===== src/rtl/hdx_link_pkg.sv =====
package hdx_link_pkg;

  localparam int BYTE_W = 8;

  typedef logic [1:0] width_code_t;

  typedef enum logic [2:0] {
    ST_IDLE,
    ST_CMD,
    ST_TURN,
    ST_WDATA,
    ST_RDATA,
    ST_HOLD
  } link_state_e;

  // number of clock beats per byte for a width code
  function automatic logic [3:0] beats_of(width_code_t c);
    return 4'(BYTE_W >> c);
  endfunction

  // enable pattern of the active lanes
  function automatic logic [BYTE_W-1:0] lane_mask(width_code_t c);
    case (c)
      2'd0:    return 8'h01;
      2'd1:    return 8'h03;
      2'd2:    return 8'h0F;
      default: return 8'hFF;
    endcase
  endfunction

  // receive assembly: new lanes enter at the top, byte drifts toward bit 0
  function automatic logic [BYTE_W-1:0] rx_shift(logic [BYTE_W-1:0] sh,
                                                 logic [BYTE_W-1:0] din,
                                                 width_code_t c);
    case (c)
      2'd0:    return {din[0],   sh[7:1]};
      2'd1:    return {din[1:0], sh[7:2]};
      2'd2:    return {din[3:0], sh[7:4]};
      default: return din;
    endcase
  endfunction

  // transmit advance: drop the lane group just sent
  function automatic logic [BYTE_W-1:0] tx_shift(logic [BYTE_W-1:0] sh,
                                                 width_code_t c);
    case (c)
      2'd0:    return {1'b0, sh[7:1]};
      2'd1:    return {2'b0, sh[7:2]};
      2'd2:    return {4'b0, sh[7:4]};
      default: return 8'h00;
    endcase
  endfunction

endpackage


===== src/rtl/hdx_link_cmd.sv =====
module hdx_link_cmd
  import hdx_link_pkg::*;
#(
  parameter int CMD_W = 8
) (
  input  logic        sclk,
  input  logic        rst_n,
  input  logic        clr,
  input  logic        shift_en,
  input  logic        bit_in,
  output logic        cmd_done,
  output logic        cmd_rd,
  output width_code_t cmd_width
);
  localparam int CNT_W = $clog2(CMD_W);

  logic [CMD_W-2:0] sh;
  logic [CNT_W-1:0] cnt;
  logic [CMD_W-1:0] word;

  // full command as it stands once this bit is taken
  assign word      = {bit_in, sh};
  assign cmd_done  = shift_en && (cnt == CNT_W'(CMD_W - 1));
  assign cmd_rd    = word[0];
  assign cmd_width = word[2:1];

  always_ff @(posedge sclk or negedge rst_n) begin
    if (!rst_n) begin
      sh  <= '0;
      cnt <= '0;
    end else if (clr) begin
      cnt <= '0;
    end else if (shift_en) begin
      sh  <= word[CMD_W-1:1];
      cnt <= cmd_done ? '0 : cnt + 1'b1;
    end
  end
endmodule


===== src/rtl/hdx_link_lanes.sv =====
module hdx_link_lanes
  import hdx_link_pkg::*;
(
  input  logic              sclk,
  input  logic              rst_n,
  input  width_code_t       code,
  input  logic              rx_en,
  input  logic [BYTE_W-1:0] din,
  output logic [BYTE_W-1:0] rx_next,
  input  logic              tx_load,
  input  logic              tx_adv,
  input  logic [BYTE_W-1:0] tx_byte,
  output logic [BYTE_W-1:0] tx_lane
);
  logic [BYTE_W-1:0] rx_sh;
  logic [BYTE_W-1:0] tx_sh;

  assign rx_next = rx_shift(rx_sh, din, code);
  assign tx_lane = tx_sh & lane_mask(code);

  always_ff @(posedge sclk or negedge rst_n) begin
    if (!rst_n) begin
      rx_sh <= '0;
      tx_sh <= '0;
    end else begin
      if (rx_en)   rx_sh <= rx_next;
      if (tx_load)     tx_sh <= tx_byte;
      else if (tx_adv) tx_sh <= tx_shift(tx_sh, code);
    end
  end
endmodule


===== src/rtl/hdx_link_pad.sv =====
module hdx_link_pad
  import hdx_link_pkg::*;
(
  input  logic              sclk,
  input  logic              rst_n,
  input  logic              sel_n,
  input  logic              status_en,
  input  logic              rx_full,
  input  logic              tx_empty,
  input  logic              drive_rd,
  input  logic [BYTE_W-1:0] lane,
  input  logic [BYTE_W-1:0] mask,
  input  logic              miso_val,
  output logic [BYTE_W-1:0] bus_out,
  output logic [BYTE_W-1:0] bus_oe,
  output logic              miso,
  output logic              miso_oe
);
  logic [BYTE_W-1:0] drv_d;
  logic [BYTE_W-1:0] drv_oe;
  logic              miso_q;

  // slave-driven values move on the falling edge
  always_ff @(negedge sclk or negedge rst_n) begin
    if (!rst_n) begin
      drv_d  <= '0;
      drv_oe <= '0;
      miso_q <= 1'b0;
    end else begin
      drv_d  <= drive_rd ? lane : '0;
      drv_oe <= drive_rd ? mask : '0;
      miso_q <= miso_val;
    end
  end

  // deselected: optional buffer status, otherwise released wires
  assign bus_out = sel_n ? {{(BYTE_W-1){1'b0}}, rx_full}   : drv_d;
  assign bus_oe  = sel_n ? {{(BYTE_W-1){1'b0}}, status_en} : drv_oe;
  assign miso    = sel_n ? tx_empty  : miso_q;
  assign miso_oe = sel_n ? status_en : 1'b1;
endmodule


===== src/rtl/hdx_link_slave.sv =====
module hdx_link_slave
  import hdx_link_pkg::*;
#(
  parameter int CMD_W = 8
) (
  input  logic       sclk,
  input  logic       rst_n,
  input  logic       sel_n,
  input  logic       status_en,
  input  logic [7:0] bus_in,
  output logic [7:0] bus_out,
  output logic [7:0] bus_oe,
  output logic       miso,
  output logic       miso_oe,
  input  logic       tx_empty,
  input  logic [7:0] tx_data,
  output logic       tx_pop,
  input  logic       rx_full,
  output logic [7:0] rx_data,
  output logic       rx_push
);
  link_state_e state;
  width_code_t width_q;
  logic [3:0]  beat;
  logic        nak_q;

  logic        sel;
  logic        cmd_en, cmd_done, cmd_rd;
  width_code_t cmd_width;
  logic        beat_last;
  logic        cmd_rd_evt, rd_end_evt, fetch_evt, wend_evt, nak_evt;
  logic [7:0]  tx_lane;

  assign sel        = ~sel_n;
  assign cmd_en     = sel && (state == ST_IDLE || state == ST_CMD);
  assign beat_last  = (beat == beats_of(width_q) - 4'd1);

  // named events for the checker
  assign cmd_rd_evt = sel && state == ST_CMD && cmd_done && cmd_rd;
  assign rd_end_evt = sel && state == ST_RDATA && beat_last;
  assign fetch_evt  = cmd_rd_evt || rd_end_evt;
  assign wend_evt   = sel && state == ST_WDATA && beat_last;
  assign nak_evt    = (fetch_evt && tx_empty) || (wend_evt && rx_full);

  assign tx_pop     = fetch_evt && !tx_empty;
  assign rx_push    = wend_evt && !rx_full;

  hdx_link_cmd #(.CMD_W(CMD_W)) u_cmd (
    .sclk     (sclk),
    .rst_n    (rst_n),
    .clr      (sel_n),
    .shift_en (cmd_en),
    .bit_in   (bus_in[0]),
    .cmd_done (cmd_done),
    .cmd_rd   (cmd_rd),
    .cmd_width(cmd_width)
  );

  hdx_link_lanes u_lanes (
    .sclk   (sclk),
    .rst_n  (rst_n),
    .code   (width_q),
    .rx_en  (sel && state == ST_WDATA),
    .din    (bus_in),
    .rx_next(rx_data),
    .tx_load(tx_pop),
    .tx_adv (sel && state == ST_RDATA && !beat_last),
    .tx_byte(tx_data),
    .tx_lane(tx_lane)
  );

  hdx_link_pad u_pad (
    .sclk     (sclk),
    .rst_n    (rst_n),
    .sel_n    (sel_n),
    .status_en(status_en),
    .rx_full  (rx_full),
    .tx_empty (tx_empty),
    .drive_rd (state == ST_RDATA),
    .lane     (tx_lane),
    .mask     (lane_mask(width_q)),
    .miso_val ((state == ST_IDLE) ? 1'b0 : nak_q),
    .bus_out  (bus_out),
    .bus_oe   (bus_oe),
    .miso     (miso),
    .miso_oe  (miso_oe)
  );

  always_ff @(posedge sclk or negedge rst_n) begin
    if (!rst_n) begin
      state   <= ST_IDLE;
      width_q <= '0;
      beat    <= '0;
      nak_q   <= 1'b0;
    end else if (sel_n) begin
      state <= ST_IDLE;
      beat  <= '0;
      nak_q <= 1'b0;
    end else begin
      case (state)
        ST_IDLE: state <= ST_CMD;
        ST_CMD: begin
          if (cmd_done) begin
            width_q <= cmd_width;
            beat    <= '0;
            nak_q   <= cmd_rd && tx_empty;
            if (!cmd_rd)       state <= ST_WDATA;
            else if (tx_empty) state <= ST_HOLD;
            else               state <= ST_TURN;
          end
        end
        ST_TURN: begin
          state <= ST_RDATA;
          beat  <= '0;
        end
        ST_RDATA: begin
          if (beat_last) begin
            beat <= '0;
            if (tx_empty) begin
              nak_q <= 1'b1;
              state <= ST_HOLD;
            end
          end else begin
            beat <= beat + 4'd1;
          end
        end
        ST_WDATA: begin
          if (beat_last) begin
            beat <= '0;
            if (rx_full) begin
              nak_q <= 1'b1;
              state <= ST_HOLD;
            end
          end else begin
            beat <= beat + 4'd1;
          end
        end
        ST_HOLD: state <= ST_HOLD;
        default: state <= ST_IDLE;
      endcase
    end
  end
endmodule


===== config.mk =====
export PLATFORM = sky130hd
export DESIGN_NAME = hdx_link_slave
export DESIGN_NICKNAME = d
export VERILOG_FILES = /design/src/rtl/hdx_link_pkg.sv /design/src/rtl/hdx_link_cmd.sv /design/src/rtl/hdx_link_lanes.sv /design/src/rtl/hdx_link_pad.sv /design/src/rtl/hdx_link_slave.sv
export SDC_FILE = /design/constraint.sdc
export NUM_CORES = 1
export LEC_CHECK = 0
export BUFFER_PORTS_ARGS = -buffer_cell sky130_fd_sc_hd__buf_2
export CAP_MARGIN = 20
export CORE_UTILIZATION = 50
export DETAILED_ROUTE_END_ITERATION = 6
export PLACE_DENSITY = 0.77
export SLEW_MARGIN = 0
export SYNTH_ARGS = -nofsm -noshare
export SYNTH_HDL_FRONTEND = slang
export SYNTH_HIERARCHICAL = 1
export SYNTH_SLANG_ARGS = --single-unit

===== constraint.sdc =====
create_clock -name sclk -period 3.5 [get_ports sclk]
set_input_delay 1.05 -clock sclk [delete_from_list [all_inputs] [get_ports sclk]]
set_output_delay 1.05 -clock sclk [all_outputs]
set_load 0.005 [all_outputs]

==> metrics.md, run 1 <==
| Metric | Value |
|---|---|
| Critical path capture point type | output port |
| DRT Wirelength | 5550 um |
| Fillers | around 440 |
| Via count | around 2,000 |
| Top Metal Used | met4 |
| Initial Util | about 53% |
| Pwr Total | ~1900 uW |
| RSZ-0062 raised after global routing | yes |
| Status | finished with violations |
| Initial antenna violation count | 0 |
| Vias in the first global route | between 1,500 and 2,000 |
| Register area share after synthesis | between 40% and 50% |
| R2R Setup Slk | approximately 0.54 ns |
| GRT overflow | 0 |
| DP HPWL | slightly above 4000 um |
| Violated checks | negative setup slack |
| Clock sinks | 52 |
| Leakage Power | approximately 0.0016 uW |
| Worst-path cell chain | mux2_4 > buf_6 |
| Largest net degree at the start of global routing | 24 |
| Async set-reset flop share out of synthesis | 100% |
| Post-synth EDFFs | 0 |
| Residual DRC count | 0 |
| DIE AREA | between 6000 and 7000 um2 |
| Post-CTS Setup Inserts | 0 |
| Num CTS Buffers | 5 |
| # port buffers | just under 50 |
| Slew Limit Fails | 0 |
| Multi-input gate area | ~1500 um2 |
| Post-DR wirelength/cell | 14.7 um |
| Die height | roughly 80 um |
| Max IR drop VDD | approximately 290 uV |
| Clk slew on worst S/H paths | about 0.080 ns |
| Seq cells post-synth | 52 |
| Drt pass-1 iters | 5 |
| Global-route wire length before repair | between 9000 and 10,000 um |
| Pwr dens | ~550 nW/um2 |
| Antenna Nets Post-Route | 0 |
| Met2 wire length | ~2600 um |
| DR vias/cell | approximately 5.4 |
| Chip Width | about 80 um |
| Post-synth net total | around 280 |
| Reg area | roughly 1300 um2 |
| Share of cells above drive strength 1 | between 30% and 40% |
| Final Skew | 0.00735 ns |
| Post-synth cell types | between 50 and 60 |
| Core Area | around 5600 um2 |
| Hold slack | slightly above 0.5 ns |
| Post-CTS sizing | 1 |
| Global Route Usage Sum | just under 20% |
| Area grow syn2layout | 14.1% |
| Clk root buf | clkbuf_8 |
| Std-Cell Rows | 27 |
| Worst-Skew Late Latency | around 0.30 ns |
| Final Setup Violations | 17 |
| CP max stage delay | ~0.33 ns |
| Hold crit path type | reg -> reg |
| Worst setup path class | reg -> out |
| Critical Path Start Type | flip-flop |
| DRT iter0 DRCs | approximately 160 |
| Top Ports | 50 |
| Final setup margin | -0.310 ns |
| Placer congestion estimate | between 0.8 and 0.9 |
| Antenna cells | 0 |
| Worst EP required | between 2 and 2.5 ns |
| Crit-path max FO | 1 |
| Synth Warn # | 6 |
| CTS tree | yes |
| Metal-1 WL | approximately 2700 um |
| Slowest stage cell, crit path | dfrtn_1 |
| Worst EP arrival | ~2.8 ns |
| Final Hold Fails | 0 |
| Max cap viols | 0 |
| Post-layout net count | 330 |
| Synthesized cell area | roughly 2900 um2 |
| Met3 Wirelength | between 150 and 200 um |
| CTS HTree Levels | 2 |
| Mapped Cells | 257 |
| Syn Area/Cell | ~11 um2 |
| Synth Flop Type | dfrtp_1 |
| Max clock buf depth | 2 |
| CTS Hold Bufs | 0 |
critical path, delay by kind of cell, from the launching register on:
family / cells / cell delay, ns
DFF: 1 / 0.33
muxes: 1 / 0.27
buffers and inverters: 1 / 0.11
final timing paths:
check                             endpoint  depth (start not counted)      startpoint
max in group asynchronous  u_pad/drv_oe[3]                          1           rst_n
min in group asynchronous          beat[0]                          1           rst_n
min                           u_cmd/cnt[2]                          1    u_cmd/cnt[2]
max                             bus_out[0]                          2  u_pad/drv_d[0]
min reg2reg                   u_cmd/cnt[2]                          1    u_cmd/cnt[2]
max reg2reg                 u_pad/drv_d[1]                          4      width_q[1]
flip-flops by register name, summed over array words and instances, names as in the netlist:
| register | cells |
|---|---|
| u_pad/miso_q | 1 |
| width_q | 2 |
| nak_q | 1 |
| u_lanes/tx_sh | 8 |
| u_lanes/rx_sh | 7 |
| u_cmd/sh | 7 |
| u_pad/drv_d | 8 |
| u_pad/drv_oe | 8 |
| state | 3 |
| u_cmd/cnt | 3 |
| beat | 4 |
through the flow:
stage	setup slack [ns]	cell area [um2]	cells	TNS [ns]	utilization [%]
after floorplan	0.135	2930	257	0	-
after global placement	0.0211	3220	369	0	57.7
after detailed placement	0.00696	3220	369	0	57.7
after CTS	-0.317	3310	377	-3.93	59.5
after global routing	-0.353	3350	377	-4.64	60.1
final	-0.310	3350	377	-3.77	60.1
routing by layer:
layer / track usage [%] / up-vias
met3: 3.60 / 7
met4: 6.67 / 0
met1: 27.5 / 995
li1: - / 1005
met5: 0 / -
met2: 30.3 / 46
where the power goes:
group / leakage (uW) / internal (uW) / switching (uW)
sequential: 0.000702 / 733 / 127
clock: 0.0000488 / 161 / 185
combinational: 0.000898 / 341 / 307
total: 0.00165 / 1240 / 619
synth_stat cells (2+ instances only):
cell type | count | area, um2
nor3b_1 | 2 | 15.0
clkbuf_1 | 4 | 15.0
inv_1 | 7 | 26.3
nand2b_1 | 8 | 50.1
a22o_1 | 2 | 17.5
a21oi_1 | 11 | 55.1
nor2_1 | 8 | 30.0
buf_4 | 5 | 37.5
nor2b_1 | 21 | 131
dfrtn_1 | 17 | 425
mux4_2 | 7 | 158
ha_1 | 4 | 50.1
nand4_1 | 3 | 18.8
dfrtp_1 | 35 | 876
o21ai_0 | 5 | 25.0
a21boi_0 | 2 | 15.0
o21ai_1 | 4 | 20.0
nand3_1 | 4 | 20.0
o31ai_1 | 2 | 15.0
nor3_1 | 3 | 15.0
and3_1 | 5 | 31.3
a32oi_1 | 2 | 17.5
mux2_2 | 8 | 90.1
xnor2_1 | 2 | 17.5
a211oi_1 | 3 | 22.5
mux2i_1 | 2 | 20.0
and2_1 | 21 | 131
buf_6 | 4 | 45.0
nand2_1 | 10 | 37.5
mux2_4 | 15 | 225
buf_2 | 3 | 15.0
cell families after synthesis:
kind of cell             share of synthesized area (%)
AND/OR/NAND/NOR                                   18.5
flip-flops                                        44.3
AO/OA/AOI/OAI                                     11.4
multiplexers                                      17.7
buffers and inverters                             5.33
adder cells (fa/ha/maj)                           1.71
XOR/XNOR                                         0.896
other                                            0.128
placed cells by master (no fill, tap or decap), types with 2 or more instances in the layout:
| cell | netlist | layout |
|---|---|---|
| a211oi_1 | 3 | 3 |
| nand2_1 | 10 | 10 |
| nand4_1 | 3 | 3 |
| o31ai_1 | 2 | 2 |
| nand3_1 | 4 | 4 |
| nor3_1 | 3 | 3 |
| nor2_2 | 1 | 2 |
| buf_2 | 3 | 46 |
| mux2_4 | 15 | 15 |
| nand2b_1 | 8 | 8 |
| a21boi_0 | 2 | 2 |
| o21ai_1 | 4 | 4 |
| a21oi_1 | 11 | 10 |
| a32oi_1 | 2 | 2 |
| o21ai_0 | 5 | 5 |
| mux4_2 | 7 | 7 |
| clkbuf_8 | 0 | 6 |
| nor2_1 | 8 | 7 |
| dfrtp_1 | 35 | 35 |
| buf_4 | 5 | 9 |
| nor2b_4 | 0 | 2 |
| buf_6 | 4 | 3 |
| a22o_1 | 2 | 2 |
| nor3b_1 | 2 | 2 |
| mux2_2 | 8 | 8 |
| dfrtn_1 | 17 | 17 |
| and2_1 | 21 | 21 |
| ha_1 | 4 | 4 |
| nor2b_1 | 21 | 19 |
| mux2i_1 | 2 | 2 |
| xnor2_1 | 2 | 2 |
| and3_1 | 5 | 5 |
| inv_1 | 7 | 7 |
area by class of cell:
type,count,area share [%]
clock inverters,1,0.187
multi-input cells,179,44.7
flip-flops and latches,52,38.9
well taps,72,2.69
repair buffers,58,9.90
inverters,8,1.05
clock buffers,7,2.58
Note: power is estimated with default switching activity, not from simulation.
==> run 2, diff against run 1 <==
--- a/config.mk
+++ b/config.mk
@@ -8,6 +8,7 @@
 export BUFFER_PORTS_ARGS = -buffer_cell sky130_fd_sc_hd__buf_2
 export CAP_MARGIN = 20
 export CORE_UTILIZATION = 50
+export CTS_BUF_LIST = sky130_fd_sc_hd__clkbuf_8
 export DETAILED_ROUTE_END_ITERATION = 6
 export PLACE_DENSITY = 0.77
 export SLEW_MARGIN = 0
==> run 2 against run 1 <==
The flow still finishes with violations (negative setup slack). Register-to-register slack is essentially flat. Sequential share of layout area stayed put. Global-route usage stayed put. Routed wire length shrank 0.52%. Die area is the same. Cell area stayed put. Critical path type unchanged.
==> metrics.md, run 2 (synthesized netlist as in run 1, its figures left out) <==
| Metric | Value |
|---|---|
| Max IR drop VDD | around 290 uV |
| RR Startpoint | state[2] |
| Setup TNS Final | -3.78 ns |
| # port buffers | between 40 and 50 |
| CP bufs+invs | 1 |
| Final Hold Fails | 0 |
| CTS Hold Bufs | 0 |
| Commonest cells after routing, fill and taps aside | 46 x buf_2, 35 x dfrtp_1, 21 x and2_1, 19 x nor2b_1, 17 x dfrtn_1 |
| DRT Wirelength | 5530 um |
| DP HPWL | ~4000 um |
| Share of cells above drive strength 1 | between 30% and 40% |
| Slowest stage cell, crit path | dfrtn_1 |
| Drt pass-1 iters | 4 |
| Worst-Skew Late Latency | about 0.3 ns |
| Clk root buf | clkbuf_8 |
| Top Ports | 50 |
| Slew Limit Fails | 0 |
| Max clock buf depth | 2 |
| Area grow syn2layout | 14.1% |
| Worst Reg-to-Reg Cells | 3 |
| Die height | between 70 and 80 um |
| Hold crit path type | reg -> reg |
| Initial antenna violation count | 0 |
| Antenna Nets Post-Route | 0 |
| Hold slack | between 0.5 and 0.6 ns |
| Antenna cells | 0 |
| Worst Hold Path Cells | 1 |
| CTS HTree Levels | 2 |
| Reg area | between 1000 and 1500 um2 |
| Worst setup path class | reg -> out |
| Worst-path cell chain | mux2_4 > buf_6 |
| CTS tree | yes |
| Max cap viols | 0 |
| Most common cell after layout, fill and taps aside | buf_2 |
| Global-route wire length before repair | about 9400 um |
| Global Route Usage Sum | approximately a fifth |
| Initial Util | between 50% and 60% |
| Worst EP arrival | roughly 2.8 ns |
| Chip Width | roughly 79 um |
| RSZ-0062 raised after global routing | yes |
| Final Skew | 0.00766 ns |
| WP depth | 2 |
| Final design utilization | 60.1% |
| Worst EP required | ~2.5 ns |
| Clock sinks | between 50 and 60 |
| Post-CTS Setup Inserts | 0 |
| Critical Path Start Type | flip-flop |
| Status | finished with violations |
| GRT overflow | 0 |
| DR vias/cell | 5.45 |
| Largest net degree at the start of global routing | 24 |
| Post-layout net count | 330 |
| Vias in the first global route | 1,971 |
| Critical path capture point type | output port |
| Multi-input gate area | approximately 1500 um2 |
| Pwr dens | approximately 550 nW/um2 |
| Clk slew on worst S/H paths | approximately 0.08 ns |
| Residual DRC count | 0 |
| Final setup margin | -0.310 ns |
| Crit path max-delay family | flip-flops |
| Std-Cell Rows | 27 |
| Biggest regs | u_lanes/tx_sh: 8 flops, u_pad/drv_d: 8 flops, u_pad/drv_oe: 8 flops |
| Fillers | between 400 and 500 |
| Violated checks | negative setup slack |
| DIE AREA | slightly above 6000 um2 |
| Core Area | between 5000 and 6000 um2 |
| Worst setup startpoint | u_pad/drv_d[0] |
| Hold path startpoint | u_cmd/cnt[2] |
| Leakage Power | 0.00165 uW |
| DRT iter0 DRCs | ~160 |
| Via count | slightly above 2,000 |
| Final Setup Violations | 17 |
| Num CTS Buffers | 5 |
| Crit-path max FO | 1 |
| Post-CTS sizing | 1 |
| CP max stage delay | approximately 0.33 ns |
| Post-DR wirelength/cell | around 15 um |
| Placer congestion estimate | approximately 0.9 |
run 2: changes by cell type in the layout (fill, tap and decap cells not counted), sizes merged:
cell / delta
inv: +1
clkbuf: -1
run 2: path summary, 6_finish.rpt:
kind	endpoint	slack [ns]
worst min register to register	u_cmd/cnt[2]	0.51
min in group asynchronous	beat[0]	0.70
worst max register to register	u_pad/drv_d[0]	0.54
worst max-delay path	bus_out[0]	-0.31
max in group asynchronous	u_pad/drv_oe[3]	0.81
worst min-delay path	u_cmd/cnt[2]	0.51
run 2: layout make-up:
class	count	area share [%]
Multi-Input combinational cell	179	44.7
Sequential cell	52	38.9
Timing Repair Buffer	58	9.90
Tap cell	72	2.69
Clock buffer	6	2.47
Inverter	8	1.05
Clock inverter	2	0.299
run 2: per-stage QoR:
stage / std cells / total power (uW) / instance area, um2 / setup slack (ns)
5_1_grt: 377 / 1970 / 3350 / -0.353
2_1_floorplan: 257 / 1360 / 2930 / 0.135
6_report: 377 / 1850 / 3350 / -0.310
3_5_place_dp: 369 / 1500 / 3220 / 0.00696
4_1_cts: 377 / 1850 / 3310 / -0.317
3_3_place_gp: 369 / 1470 / 3220 / 0.0211
run 2: layer usage:
layer  global-route usage [%]  wire length [um]  vias up
li1                         -                 -     1006
met1                     27.5              2610      992
met2                     30.3              2650       50
met3                     3.60               193        7
met4                     6.67                75        0
met5                        0                 0        -
run 2: where the power goes:
group	total, uW	internal (uW)	switching, uW
Combinational	646	341	306
Clock	345	159	186
Sequential	860	733	127
Total	1850	1230	619
==> run 3, diff against run 2 <==
==> constraint.sdc (replaced) <==
create_clock -name sclk -period 4.09 [get_ports sclk]
set_input_delay 1.227 -clock sclk [delete_from_list [all_inputs] [get_ports sclk]]
set_output_delay 1.227 -clock sclk [all_outputs]
set_load 0.005 [all_outputs]
==> run 3 against run 2 <==
Combinational power fell by 18%. Cell count fell by 0.27%. Global-route usage fell by 0.60 points. The flow still finishes with violations (negative setup slack). Clock power fell by 21%. Via count rose by 0.19%. Highest routed layer unchanged. Die area did not move. Sequential cell count did not move.
==> metrics.md, run 3 (synthesized netlist as in run 1, its figures left out) <==
| Metric | Value |
|---|---|
| Status | finished with violations |
| Violated checks | negative setup slack |
| RSZ-0062 raised after global routing | yes |
| Num CTS Buffers | 5 |
| Drt pass-1 iters | 4 |
| CTS tree | yes |
| DRT iter0 DRCs | about 140 |
| Die height | just under 80 um |
| DR vias/cell | around 5.5 |
| Clk slew on worst S/H paths | 0.08 ns |
| Worst EP required | around 2.9 ns |
| Global-route wire length before repair | 8950 um |
| Final Skew | around 0.0056 ns |
| Pwr dens | approximately 460 nW/um2 |
| Initial antenna violation count | 0 |
| Largest net degree at the start of global routing | 24 |
| Hold path startpoint | nak_q |
| Biggest regs | u_lanes/tx_sh: 8 flops, u_pad/drv_d: 8 flops, u_pad/drv_oe: 8 flops |
| Clk root buf | clkbuf_8 |
| Final setup margin | -0.216 ns |
| Dpl cell area | 3210 um2 |
| Most common cell after layout, fill and taps aside | buf_2 |
| CTS HTree Levels | 2 |
| Core Area | ~5600 um2 |
| Max IR drop VDD | around 250 uV |
| Hold EP | nak_q |
| RR Startpoint | state[1] |
| Max cap viols | 0 |
| Post-layout net count | roughly 330 |
| Worst setup startpoint | u_pad/drv_d[0] |
| Top Ports | 50 |
| Area grow syn2layout | 13.3% |
| Initial Util | 52.6% |
| Share of cells above drive strength 1 | 34.2% |
| DP HPWL | between 3000 and 4000 um |
| Final Hold Fails | 0 |
| CTS Hold Bufs | 0 |
| # port buffers | between 40 and 50 |
| Std-Cell Rows | 27 |
| Final design utilization | about three fifths |
| Worst-Skew Late Latency | about 0.3 ns |
| R2R Setup Slk | just under 0.8 ns |
| Slew Limit Fails | 0 |
| Clock sinks | 52 |
| Worst Reg-to-Reg Cells | 3 |
| Chip Width | between 70 and 80 um |
| Reg area | 1300 um2 |
| DRT Wirelength | between 5000 and 6000 um |
| Worst Hold Path Cells | 1 |
| Critical Path Start Type | flip-flop |
| Residual DRC count | 0 |
| Pwr Total | ~1500 uW |
| Critical path capture point type | output port |
| Fin area | between 3000 and 4000 um2 |
| Multi-input gate area | between 1000 and 1500 um2 |
| Commonest cells after routing, fill and taps aside | 46 x buf_2, 35 x dfrtp_1, 21 x and2_1, 18 x nor2b_1, 17 x dfrtn_1 |
| Placer congestion estimate | 0.907 |
| Crit-path max FO | 1 |
| Max clock buf depth | 2 |
| Vias in the first global route | between 1,500 and 2,000 |
| DIE AREA | slightly above 6000 um2 |
| Worst EP arrival | approximately 3.1 ns |
| Final Setup Violations | 17 |
| Worst setup path class | reg -> out |
| GRT overflow | 0 |
| Antenna Nets Post-Route | 0 |
| Antenna cells | 0 |
| Hold crit path type | reg -> reg |
| Via count | between 2,000 and 2,500 |
| Setup TNS Final | -1.82 ns |
| FF-to-FF End | u_pad/drv_d[0] |
| Global Route Usage Sum | between 10% and 20% |
| Fillers | about 490 |
| Post-CTS Setup Inserts | 0 |
| Post-DR wirelength/cell | about 15 um |
| Leakage Power | about 0.0016 uW |
## run 3: where the power goes
part | switching [uW] | internal [uW]
clock network | 158 | 115
logic | 244 | 285
registers | 115 | 627
total | 517 | 1030
## run 3: what timing repair did
action / CTS / global route
gates cloned: 0 / 0
pin swaps: 0 / 0
gates resized for setup: 2 / 6
setup endpoints to repair: 17 / 17
hold endpoints to repair: 0 / 0
## run 3: how the worst max path moves through the flow
stage,slack (ns),end,depth (start not counted)
3_3_place_gp,0.14,bus_out[0],2
4_1_cts,-0.22,bus_out[0],2
5_1_grt,-0.23,bus_out[0],2
6_report,-0.22,bus_out[0],2
3_5_place_dp,0.10,bus_out[0],2
2_1_floorplan,0.25,bus_oe[0],1
## run 3: final cells by class
type,count,area share [%]
clock buffers,5,2.07
clock inverters,3,0.376
inverters,8,1.05
multi-input cells,179,44.9
flip-flops and latches,52,39.1
well taps,72,2.71
repair buffers,57,9.74
## run 3: worst max-delay path, stage by stage (launching register included)
cell and delay, ns:
dfrtn_1 0.34, mux2_4 0.28, buf_6 0.11
## run 3: metal layers
metal	wire [um]	global-route usage [%]	vias to the layer above	share of wire [%]
li1	-	-	1003	-
met4	110	7.59	0	2.0
met1	2570	26.4	1003	47
met3	213	2.79	9	3.9
met2	2630	29.8	44	48
met5	0	0	-	0
## run 3: through the flow
| stage | worst slack [ns] | cells | hold slack, ns |
|---|---|---|---|
| after detailed placement | 0.100 | 368 | 0.492 |
| after global routing | -0.229 | 376 | 0.531 |
| after global placement | 0.139 | 368 | 0.488 |
| final | -0.216 | 376 | 0.512 |
| after floorplan | 0.253 | 257 | 0.470 |
| after CTS | -0.221 | 376 | 0.512 |
